$ cat src/rtl/ptc_pkg.sv
package ptc_pkg;
  localparam int SEC_W  = 6;
  localparam int MIN_W  = 6;
  localparam int HOUR_W = 5;
  localparam int DAY_W  = 15;
  localparam int TIME_W = SEC_W + MIN_W + HOUR_W + DAY_W;
  localparam int TOD_W  = SEC_W + MIN_W + HOUR_W;

  localparam int SEC_LIMIT  = 60;
  localparam int MIN_LIMIT  = 60;
  localparam int HOUR_LIMIT = 24;

  // Packed layout, most significant field first: day | hour | min | sec
  typedef struct packed {
    logic [DAY_W-1:0]  day;
    logic [HOUR_W-1:0] hour;
    logic [MIN_W-1:0]  min;
    logic [SEC_W-1:0]  sec;
  } ptc_time_t;

  function automatic logic tod_equal(input ptc_time_t a, input ptc_time_t b);
    return (a.hour == b.hour) && (a.min == b.min) && (a.sec == b.sec);
  endfunction

  function automatic logic full_equal(input ptc_time_t a, input ptc_time_t b);
    return tod_equal(a, b) && (a.day == b.day);
  endfunction
endpackage

$ cat src/rtl/ptc_wrap_field.sv
module ptc_wrap_field #(
  parameter int W     = 6,
  parameter int LIMIT = 60
) (
  input  logic [W-1:0] val_i,
  input  logic         carry_i,
  output logic [W-1:0] nxt_o,
  output logic         carry_o
);
  localparam logic [W-1:0] LAST = W'(LIMIT - 1);

  always_comb begin
    nxt_o   = val_i;
    carry_o = 1'b0;
    if (carry_i) begin
      if (val_i >= LAST) begin
        nxt_o   = '0;
        carry_o = 1'b1;
      end else begin
        nxt_o = val_i + W'(1);
      end
    end
  end
endmodule

$ cat src/rtl/ptc_time_adv.sv
module ptc_time_adv
  import ptc_pkg::*;
(
  input  ptc_time_t cur_i,
  input  logic      adv_i,
  output ptc_time_t nxt_o,
  output logic      roll_sec_o,
  output logic      roll_min_o,
  output logic      roll_hour_o
);
  ptc_wrap_field #(.W(SEC_W), .LIMIT(SEC_LIMIT)) u_sec (
    .val_i(cur_i.sec), .carry_i(adv_i), .nxt_o(nxt_o.sec), .carry_o(roll_sec_o)
  );
  ptc_wrap_field #(.W(MIN_W), .LIMIT(MIN_LIMIT)) u_min (
    .val_i(cur_i.min), .carry_i(roll_sec_o), .nxt_o(nxt_o.min), .carry_o(roll_min_o)
  );
  ptc_wrap_field #(.W(HOUR_W), .LIMIT(HOUR_LIMIT)) u_hour (
    .val_i(cur_i.hour), .carry_i(roll_min_o), .nxt_o(nxt_o.hour), .carry_o(roll_hour_o)
  );

  // Day field wraps naturally at its full width.
  assign nxt_o.day = cur_i.day + DAY_W'(roll_hour_o);
endmodule

$ cat src/rtl/ptc_stopwatch.sv
module ptc_stopwatch #(
  parameter int SW_W = 16
) (
  input  logic            clk,
  input  logic            rst_n,
  input  logic            tick_i,
  input  logic            ld_i,
  input  logic [SW_W-1:0] ld_val_i,
  output logic [SW_W-1:0] count_o,
  output logic            evt_o
);
  localparam logic [SW_W-1:0] ONE = SW_W'(1);

  logic running;
  logic expiring;

  assign running  = (count_o != '0);
  assign expiring = tick_i && !ld_i && (count_o == ONE);

  always_ff @(posedge clk) begin
    if (!rst_n) begin
      count_o <= '0;
      evt_o   <= 1'b0;
    end else begin
      evt_o <= expiring;
      if (ld_i)                  count_o <= ld_val_i;
      else if (tick_i && running) count_o <= count_o - ONE;
    end
  end
endmodule

$ cat src/rtl/packed_time_counter.sv
module packed_time_counter
  import ptc_pkg::*;
#(
  parameter int SW_W = 16
) (
  input  logic              clk,
  input  logic              rst_n,
  input  logic              tick_i,
  input  logic              time_ld_i,
  input  logic [TIME_W-1:0] time_ld_val_i,
  input  logic              alarm_ld_i,
  input  logic [TIME_W-1:0] alarm_ld_val_i,
  input  logic              sw_ld_i,
  input  logic [SW_W-1:0]   sw_ld_val_i,
  output logic [TIME_W-1:0] time_o,
  output logic [TIME_W-1:0] alarm_o,
  output logic [SW_W-1:0]   sw_count_o,
  output logic              evt_sec_o,
  output logic              evt_min_o,
  output logic              evt_hour_o,
  output logic              evt_day_o,
  output logic              evt_alarm_tod_o,
  output logic              evt_alarm_day_o,
  output logic              evt_sw_o
);
  ptc_time_t time_q, alarm_q, nxt_time;
  logic      adv;
  logic      roll_sec, roll_min, roll_hour;
  logic      tod_hit, full_hit;

  // A load wins over a tick in the same cycle.
  assign adv = tick_i && !time_ld_i;

  ptc_time_adv u_adv (
    .cur_i      (time_q),
    .adv_i      (adv),
    .nxt_o      (nxt_time),
    .roll_sec_o (roll_sec),
    .roll_min_o (roll_min),
    .roll_hour_o(roll_hour)
  );

  assign tod_hit  = adv && tod_equal(nxt_time, alarm_q);
  assign full_hit = adv && full_equal(nxt_time, alarm_q);

  always_ff @(posedge clk) begin
    if (!rst_n) begin
      time_q          <= '0;
      alarm_q         <= '0;
      evt_sec_o       <= 1'b0;
      evt_min_o       <= 1'b0;
      evt_hour_o      <= 1'b0;
      evt_day_o       <= 1'b0;
      evt_alarm_tod_o <= 1'b0;
      evt_alarm_day_o <= 1'b0;
    end else begin
      if (time_ld_i) time_q <= ptc_time_t'(time_ld_val_i);
      else           time_q <= nxt_time;
      if (alarm_ld_i) alarm_q <= ptc_time_t'(alarm_ld_val_i);
      evt_sec_o       <= adv;
      evt_min_o       <= roll_sec;
      evt_hour_o      <= roll_min;
      evt_day_o       <= roll_hour;
      evt_alarm_tod_o <= tod_hit;
      evt_alarm_day_o <= full_hit;
    end
  end

  ptc_stopwatch #(.SW_W(SW_W)) u_sw (
    .clk     (clk),
    .rst_n   (rst_n),
    .tick_i  (tick_i),
    .ld_i    (sw_ld_i),
    .ld_val_i(sw_ld_val_i),
    .count_o (sw_count_o),
    .evt_o   (evt_sw_o)
  );

  assign time_o  = time_q;
  assign alarm_o = alarm_q;
endmodule

$ cat config.mk
export PLATFORM = sky130hd
export DESIGN_NAME = packed_time_counter
export DESIGN_NICKNAME = d
export VERILOG_FILES = /design/src/rtl/ptc_pkg.sv /design/src/rtl/ptc_wrap_field.sv /design/src/rtl/ptc_time_adv.sv /design/src/rtl/ptc_stopwatch.sv /design/src/rtl/packed_time_counter.sv
export SDC_FILE = /design/constraint.sdc
export NUM_CORES = 1
export LEC_CHECK = 0
export BUFFER_PORTS_ARGS = -buffer_cell sky130_fd_sc_hd__buf_2
export CAP_MARGIN = 20
export CORE_UTILIZATION = 55
export CTS_CLUSTER_DIAMETER = 120
export DETAILED_ROUTE_END_ITERATION = 6
export PLACE_DENSITY = 0.95
export REMOVE_ABC_BUFFERS = 1
export SYNTH_ARGS = -nofsm -noshare
export SYNTH_HDL_FRONTEND = slang
export SYNTH_SLANG_ARGS = --single-unit
$ cat constraint.sdc
create_clock -name clk -period 9.9 [get_ports clk]
set_clock_uncertainty 0.15 [all_clocks]
set_input_delay 0.99 -clock clk [delete_from_list [all_inputs] [get_ports clk]]
set_output_delay 0.99 -clock clk [all_outputs]
set_load 0.1 [all_outputs]
# ---- Yosys cells after proc, flatten, opt, wreduce, memory -nomap -nowiden
# Cells that the tools add are included.
dict set report totals {
  inputBits 86
  ram_bits 0
  regBits 87
  out_inout_bits 87
  romBits 0
  latch_bits 0
  mem_count 0
}
dict set report op_classes {
  n_reduce_logical 13
  n_mux 15
  add_sub_neg 5
  n_lt_le_gt_ge 3
  div_mod_pow 0
  n_bitwise 0
  n_shift 0
  eq_ne 5
  multipliers 0
}
# operator count
set ops {}
lappend ops {{$mux 16} 2}
lappend ops {{$mux 32} 1}
lappend ops {{$mux 6} 4}
lappend ops {{$eq 16x1->1 const B} 1}
lappend ops {{$reduce_bool 16->1} 1}
lappend ops {{$sub 16x1->16 const B} 1}
lappend ops {{$add 15x1->15} 1}
lappend ops {{$eq 15x15->1} 1}
lappend ops {{$add 6x1->6 const B} 2}
lappend ops {{$eq 6x6->1} 2}
lappend ops {{$ge 6x6->1 const B} 2}
lappend ops {{$mux 5} 2}
lappend ops {{$logic_and 1x1->1} 9}
lappend ops {{$mux 1} 6}
lappend ops {{$add 5x1->5 const B} 1}
lappend ops {{$eq 5x5->1} 1}
lappend ops {{$ge 5x5->1 const B} 1}
lappend ops {{$logic_not 1->1} 2}
lappend ops {{$reduce_bool 2->1} 1}

# ---- Longest topological paths before layout
dict set report logic_depth {
  ltp_word 10
  mapped_depth 14
  depth_no_buf 14
}

# ---- Cells and area by module
# A second synthesis with hierarchy kept.
dict set report hier_totals {
  hier_cells 500
  area_unflattened_um2 4699.5
}
# module n_inst cells_per_inst area_per_inst_um2 seq_area_each_um2
set by_module_without_submodules {}
lappend by_module_without_submodules {packed_time_counter 1 263 2912.8 1401.3}
lappend by_module_without_submodules {ptc_stopwatch 1 124 1024.7 340.3}
lappend by_module_without_submodules {{ptc_wrap_field at u_adv.u_min ...} 2 25 157.7 0.0}
lappend by_module_without_submodules {ptc_time_adv 1 39 292.8 0.0}
lappend by_module_without_submodules {{ptc_wrap_field at u_adv.u_hour} 1 24 153.9 0.0}

# ---- Least setup slack after synthesis
# OpenSTA, ideal clock, no wires.
dict set report synth_timing {
  path_kind {register to register}
  start {reg time_q (netlist bit time_o[0])}
  end {reg evt_alarm_day_o}
  path_stages_with_launch 14
  slack_ps 5784
  arrival_time_ps 3905
  n_path_buf 1
  t_required_ps 9689
  setup_ps 61
  path_cell_list {dfxtp_1 > ha_1 > buf_2 > o2111ai_4 > nor3_4 > and2_1 > ha_1 > nand2_1 > and2b_1 > nand2_1 > and3b_1 > or4_1 > nor4_1 > and4_1}
}
# item line_no
set synth_rtl {}
lappend synth_rtl {{from (decl)} packed_time_counter.sv:26} ;# ptc_time_t time_q, alarm_q, nxt_time;
lappend synth_rtl {{from (signal assigned)} packed_time_counter.sv:57} ;# if (time_ld_i) time_q <= ptc_time_t'(time_ld_val_i);
lappend synth_rtl {{from (signal assigned)} packed_time_counter.sv:58} ;# else time_q <= nxt_time;
lappend synth_rtl {{$ge 6x6->1} ptc_wrap_field.sv:16} ;# if (val_i >= LAST) begin
lappend synth_rtl {{$mux 1} ptc_wrap_field.sv:16}
lappend synth_rtl {{$mux 1 (3 in series)} ptc_wrap_field.sv:15} ;# if (carry_i) begin
lappend synth_rtl {{named net roll_hour} packed_time_counter.sv:28} ;# logic roll_sec, roll_min, roll_hour;
lappend synth_rtl {{$add 15x1->15} ptc_time_adv.sv:22} ;# assign nxt_o.day = cur_i.day + DAY_W'(roll_hour_o);
lappend synth_rtl {{$eq 15x15->1} ptc_pkg.sv:26} ;# return tod_equal(a, b) && (a.day == b.day);
lappend synth_rtl {{$logic_and 1x1->1} ptc_pkg.sv:26}
lappend synth_rtl {{$logic_and 1x1->1} packed_time_counter.sv:44} ;# assign full_hit = adv && full_equal(nxt_time, alarm_q);
lappend synth_rtl {{to (signal assigned)} packed_time_counter.sv:65} ;# evt_alarm_day_o <= full_hit;
lappend synth_rtl {{to (decl)} packed_time_counter.sv:23} ;# output logic evt_alarm_day_o,
# The timed path passes the listed nets, and every way through them passes these cells.
# A chain may end at the register's enable or synchronous reset.

# ---- Final worst setup path
dict set report layout_timing {
  start {in time_ld_i}
  end {reg evt_alarm_day_o}
}
# item line_no
set layout_rtl {}
lappend layout_rtl {{from (decl)} packed_time_counter.sv:9} ;# input logic time_ld_i,
lappend layout_rtl {{$logic_not 1->1} packed_time_counter.sv:32} ;# assign adv = tick_i && !time_ld_i;
lappend layout_rtl {{$logic_and 1x1->1} packed_time_counter.sv:32}
lappend layout_rtl {{$mux 1 (3 in series)} ptc_wrap_field.sv:15}
lappend layout_rtl {{named net roll_hour} packed_time_counter.sv:28}
lappend layout_rtl {{$add 15x1->15} ptc_time_adv.sv:22}
lappend layout_rtl {{$eq 15x15->1} ptc_pkg.sv:26}
lappend layout_rtl {{$logic_and 1x1->1} ptc_pkg.sv:26}
lappend layout_rtl {{$logic_and 1x1->1} packed_time_counter.sv:44}
# The timed path passes the listed nets, and every way through them passes these cells.

==> qor.yml <==
min_path_type: "flip-flop to flip-flop"
drive_gt1_frac: 0.281
whs_path_depth: 2
grt_max_degree: 85
wl_um: 14400
maxSlewViolCount: 0
start_util: 0.572
ys_ff_latch: 87
antenna_found_initial: 0
diodes: 0
arrival_ns: 4.36
ys_seq_area_frac: 0.345
cts.sinks: 87
grt_pass1_vias: 4878
overflow: 0
cts_resized: 0
rsz0062_at_grt: "false"
insertion_delay_ns: 0.36
min_from: "u_sw.count_o[7]"
ir_drop_uv: 91.2
setup_viol: 0
portBuffers: 172
setup-tns-final_ns: 0
synth_area_sq_um: 5040
hold_slack_ns: 0.376
drt_iter0_markers: 369
design.core.area_sq_um: 8810
io_pins: 173
violations: "DRC"
cp-end-kind: "flip-flop"
antenna_left: 0
htree_levels: 3
synth_area_per_cell_sq_um: 8.65
dp_cells: 826
synth-edff-count: 0
hpwl_um: 10300
syn_inst: 583
post-cts-setup-buffer-count: 0
final_cell_count_no_fill: 842
vias: 5107
cp.required_ns: 10.06
fin_nets: 823
cts_buffers: 9
num_rows: 34
ys.warnings.count: 0
cts_root_buf: "clkbuf_8"
drc: 18
timing_worst_slew_pin_value_ns: 1.02
fin_util: 0.691
outcome: "finished, violations left"
cp_max_fo: 39
cts_tree: "built"
grt_pass1_wl_um: 23200
p_leak_nw: 2.83
hold_violations: 0
clockBufferDepth: 2
slowest_stage: "or4_1"
syn_to_final_growth_pct: 20.7
fp.dieArea_sq_um: 9550
max-cap-violations: 0
startpoint_type: "primary input"
reg2reg_depth: 12
clkTransAtPathRegs_ns: 0.09
reg2reg_from: "time_o[0]"
ys_types: 76
post-route-min-period_ns: 4.20
r2r-end: "evt_alarm_day_o"
gp_congestion: 1.01
max_slew_margin: 0.319
fp.dieW_um: 97.7
via_per_inst: 6.07
hold_buffers: 0
grt.total_usage: 0.299
fmax_ghz: 0.238
crit_path_max_incr_delay_ns: 0.54
avgRoutedWirePerCell_um: 17.1
crit_type: "primary input to flip-flop"
power_density_nw_per_um2: 159
whs_endpoint: "u_sw.count_o[7]"
synth-async-reset-ratio: 0
reg2reg_setup_slack_ns: 5.95
path_cells: "buf_2 -> nand2b_1 -> nor3_4 -> and2_1 -> ha_1 -> ha_1 -> and2_1 -> and3_1 -> nor3b_1 -> or4_1 -> nor4_1 -> and4_1"
die_height_um: 97.7
drt_pass1_iterations: 7
dominantRegCellSynth: "dfxtp_1"
period_share: 0.424
==> final cells by class <==
| type | count | area (sq um) |
|---|---|---|
| Sequential cell | 87 | 1740 |
| Clock buffer | 13 | 179 |
| Timing Repair Buffer | 173 | 868 |
| Multi-Input combinational cell | 444 | 3080 |
| Clock inverter | 3 | 25.0 |
| Fill cell | 692 | 2720 |
| Tap cell | 108 | 135 |
| Inverter | 14 | 52.6 |
==> layer usage <==
layer,track usage,up-vias,wire length [um]
met1,0.362,2403,5920
met5,0,-,0
met4,0.166,0,566
met3,0.0587,60,950
li1,-,2397,-
met2,0.499,247,6980
==> placed cells by master (no fill, tap or decap), types with 5 or more instances in the layout <==
| cell | synthesis | layout |
|---|---|---|
| nor2_1 | 21 | 21 |
| dfxtp_1 | 87 | 87 |
| mux2i_1 | 38 | 38 |
| and3_1 | 7 | 7 |
| ha_1 | 8 | 8 |
| nor4_1 | 9 | 9 |
| inv_1 | 13 | 13 |
| nand3_1 | 20 | 20 |
| buf_2 | 7 | 172 |
| nor3_1 | 13 | 13 |
| nor2b_1 | 43 | 43 |
| clkbuf_8 | 0 | 13 |
| nand2b_1 | 5 | 5 |
| xor2_1 | 16 | 16 |
| nand2_1 | 39 | 39 |
| and2_1 | 17 | 17 |
| nand4_1 | 10 | 10 |
| o21ai_0 | 39 | 39 |
| xnor2_1 | 27 | 27 |
| o211a_1 | 12 | 12 |
| a31oi_1 | 7 | 7 |
| a21oi_1 | 28 | 28 |
==> cell usage after synthesis, types with 3 or more instances <==
| cell | number | area (sq um) |
|---|---|---|
| o21a_1 | 3 | 22.5 |
| and3b_1 | 3 | 26.3 |
| xor2_1 | 16 | 140 |
| a21oi_1 | 28 | 140 |
| buf_2 | 7 | 35.0 |
| nand4_1 | 10 | 62.6 |
| mux2i_1 | 38 | 380 |
| buf_4 | 3 | 22.5 |
| o211a_1 | 12 | 120 |
| xnor2_1 | 27 | 236 |
| nor3_1 | 13 | 65.1 |
| or3_1 | 4 | 25.0 |
| nand3_1 | 20 | 100 |
| dfxtp_1 | 87 | 1740 |
| buf_1 | 3 | 11.3 |
| a31oi_1 | 7 | 43.8 |
| and2_1 | 17 | 106 |
| nand2_1 | 39 | 146 |
| and3_1 | 7 | 43.8 |
| nor2_1 | 21 | 78.8 |
| nor2b_1 | 43 | 269 |
| o31ai_1 | 3 | 22.5 |
| nand3b_1 | 3 | 22.5 |
| ha_1 | 8 | 100 |
| clkbuf_1 | 24 | 90.1 |
| and4_1 | 4 | 35.0 |
| a31o_2 | 3 | 26.3 |
| o211ai_1 | 4 | 30.0 |
| nor4_1 | 9 | 56.3 |
| inv_1 | 13 | 48.8 |
| o21ai_0 | 39 | 195 |
| nand2b_1 | 5 | 31.3 |
==> cell families after synthesis <==
group	synth area share
DFF	0.345
xor gates and xnor gates	0.0792
buffers and inverters	0.0429
and+or+nand+nor	0.244
AOI/OAI and AO/OA	0.191
muxes	0.0755
adders and majority gates	0.0218
==> worst max-delay path by stage <==
stage	startpoint	cells past startpoint	endpoint	slack [ns]
3_3_place_gp	time_ld_i	12	evt_alarm_day_o	5.56
4_1_cts	time_ld_i	12	evt_alarm_day_o	5.78
6_report	time_ld_i	12	evt_alarm_day_o	5.70
2_1_floorplan	time_o[0]	12	evt_alarm_day_o	5.74
3_5_place_dp	time_ld_i	12	evt_alarm_day_o	5.43
5_1_grt	time_ld_i	12	evt_alarm_day_o	5.57
==> registers in the layout (all words and copies together), names as in the netlist <==
| signal | count |
|---|---|
| evt_alarm_tod_o | 1 |
| u_sw.evt_o | 1 |
| evt_day_o | 1 |
| evt_sec_o | 1 |
| time_o | 32 |
| u_sw.count_o | 16 |
| evt_alarm_day_o | 1 |
| evt_min_o | 1 |
| alarm_o | 32 |
| evt_hour_o | 1 |
==> worst max-delay path: cells and delay by family <==
kind,cells,cell delay [ns]
buf+inv,1,0.33
simple gates,9,2.59
fa+ha+maj,2,0.42
==> where the power goes <==
| group | internal [W] | switching, W |
|---|---|---|
| Sequential | 0.000372 | 0.0000356 |
| Clock | 0.000120 | 0.000131 |
| Combinational | 0.0000789 | 0.000229 |
| Total | 0.000570 | 0.000396 |
==> through the flow <==
stage,instance area [sq um],power (W),setup slack [ns]
2_1_floorplan,4880,0.000645,5.74
3_3_place_gp,5880,0.000711,5.56
3_5_place_dp,5880,0.000720,5.43
4_1_cts,6080,0.000966,5.78
5_1_grt,6080,0.00100,5.57
6_report,6080,0.000966,5.70
No activity file was read; power rests on OpenSTA's default activity.
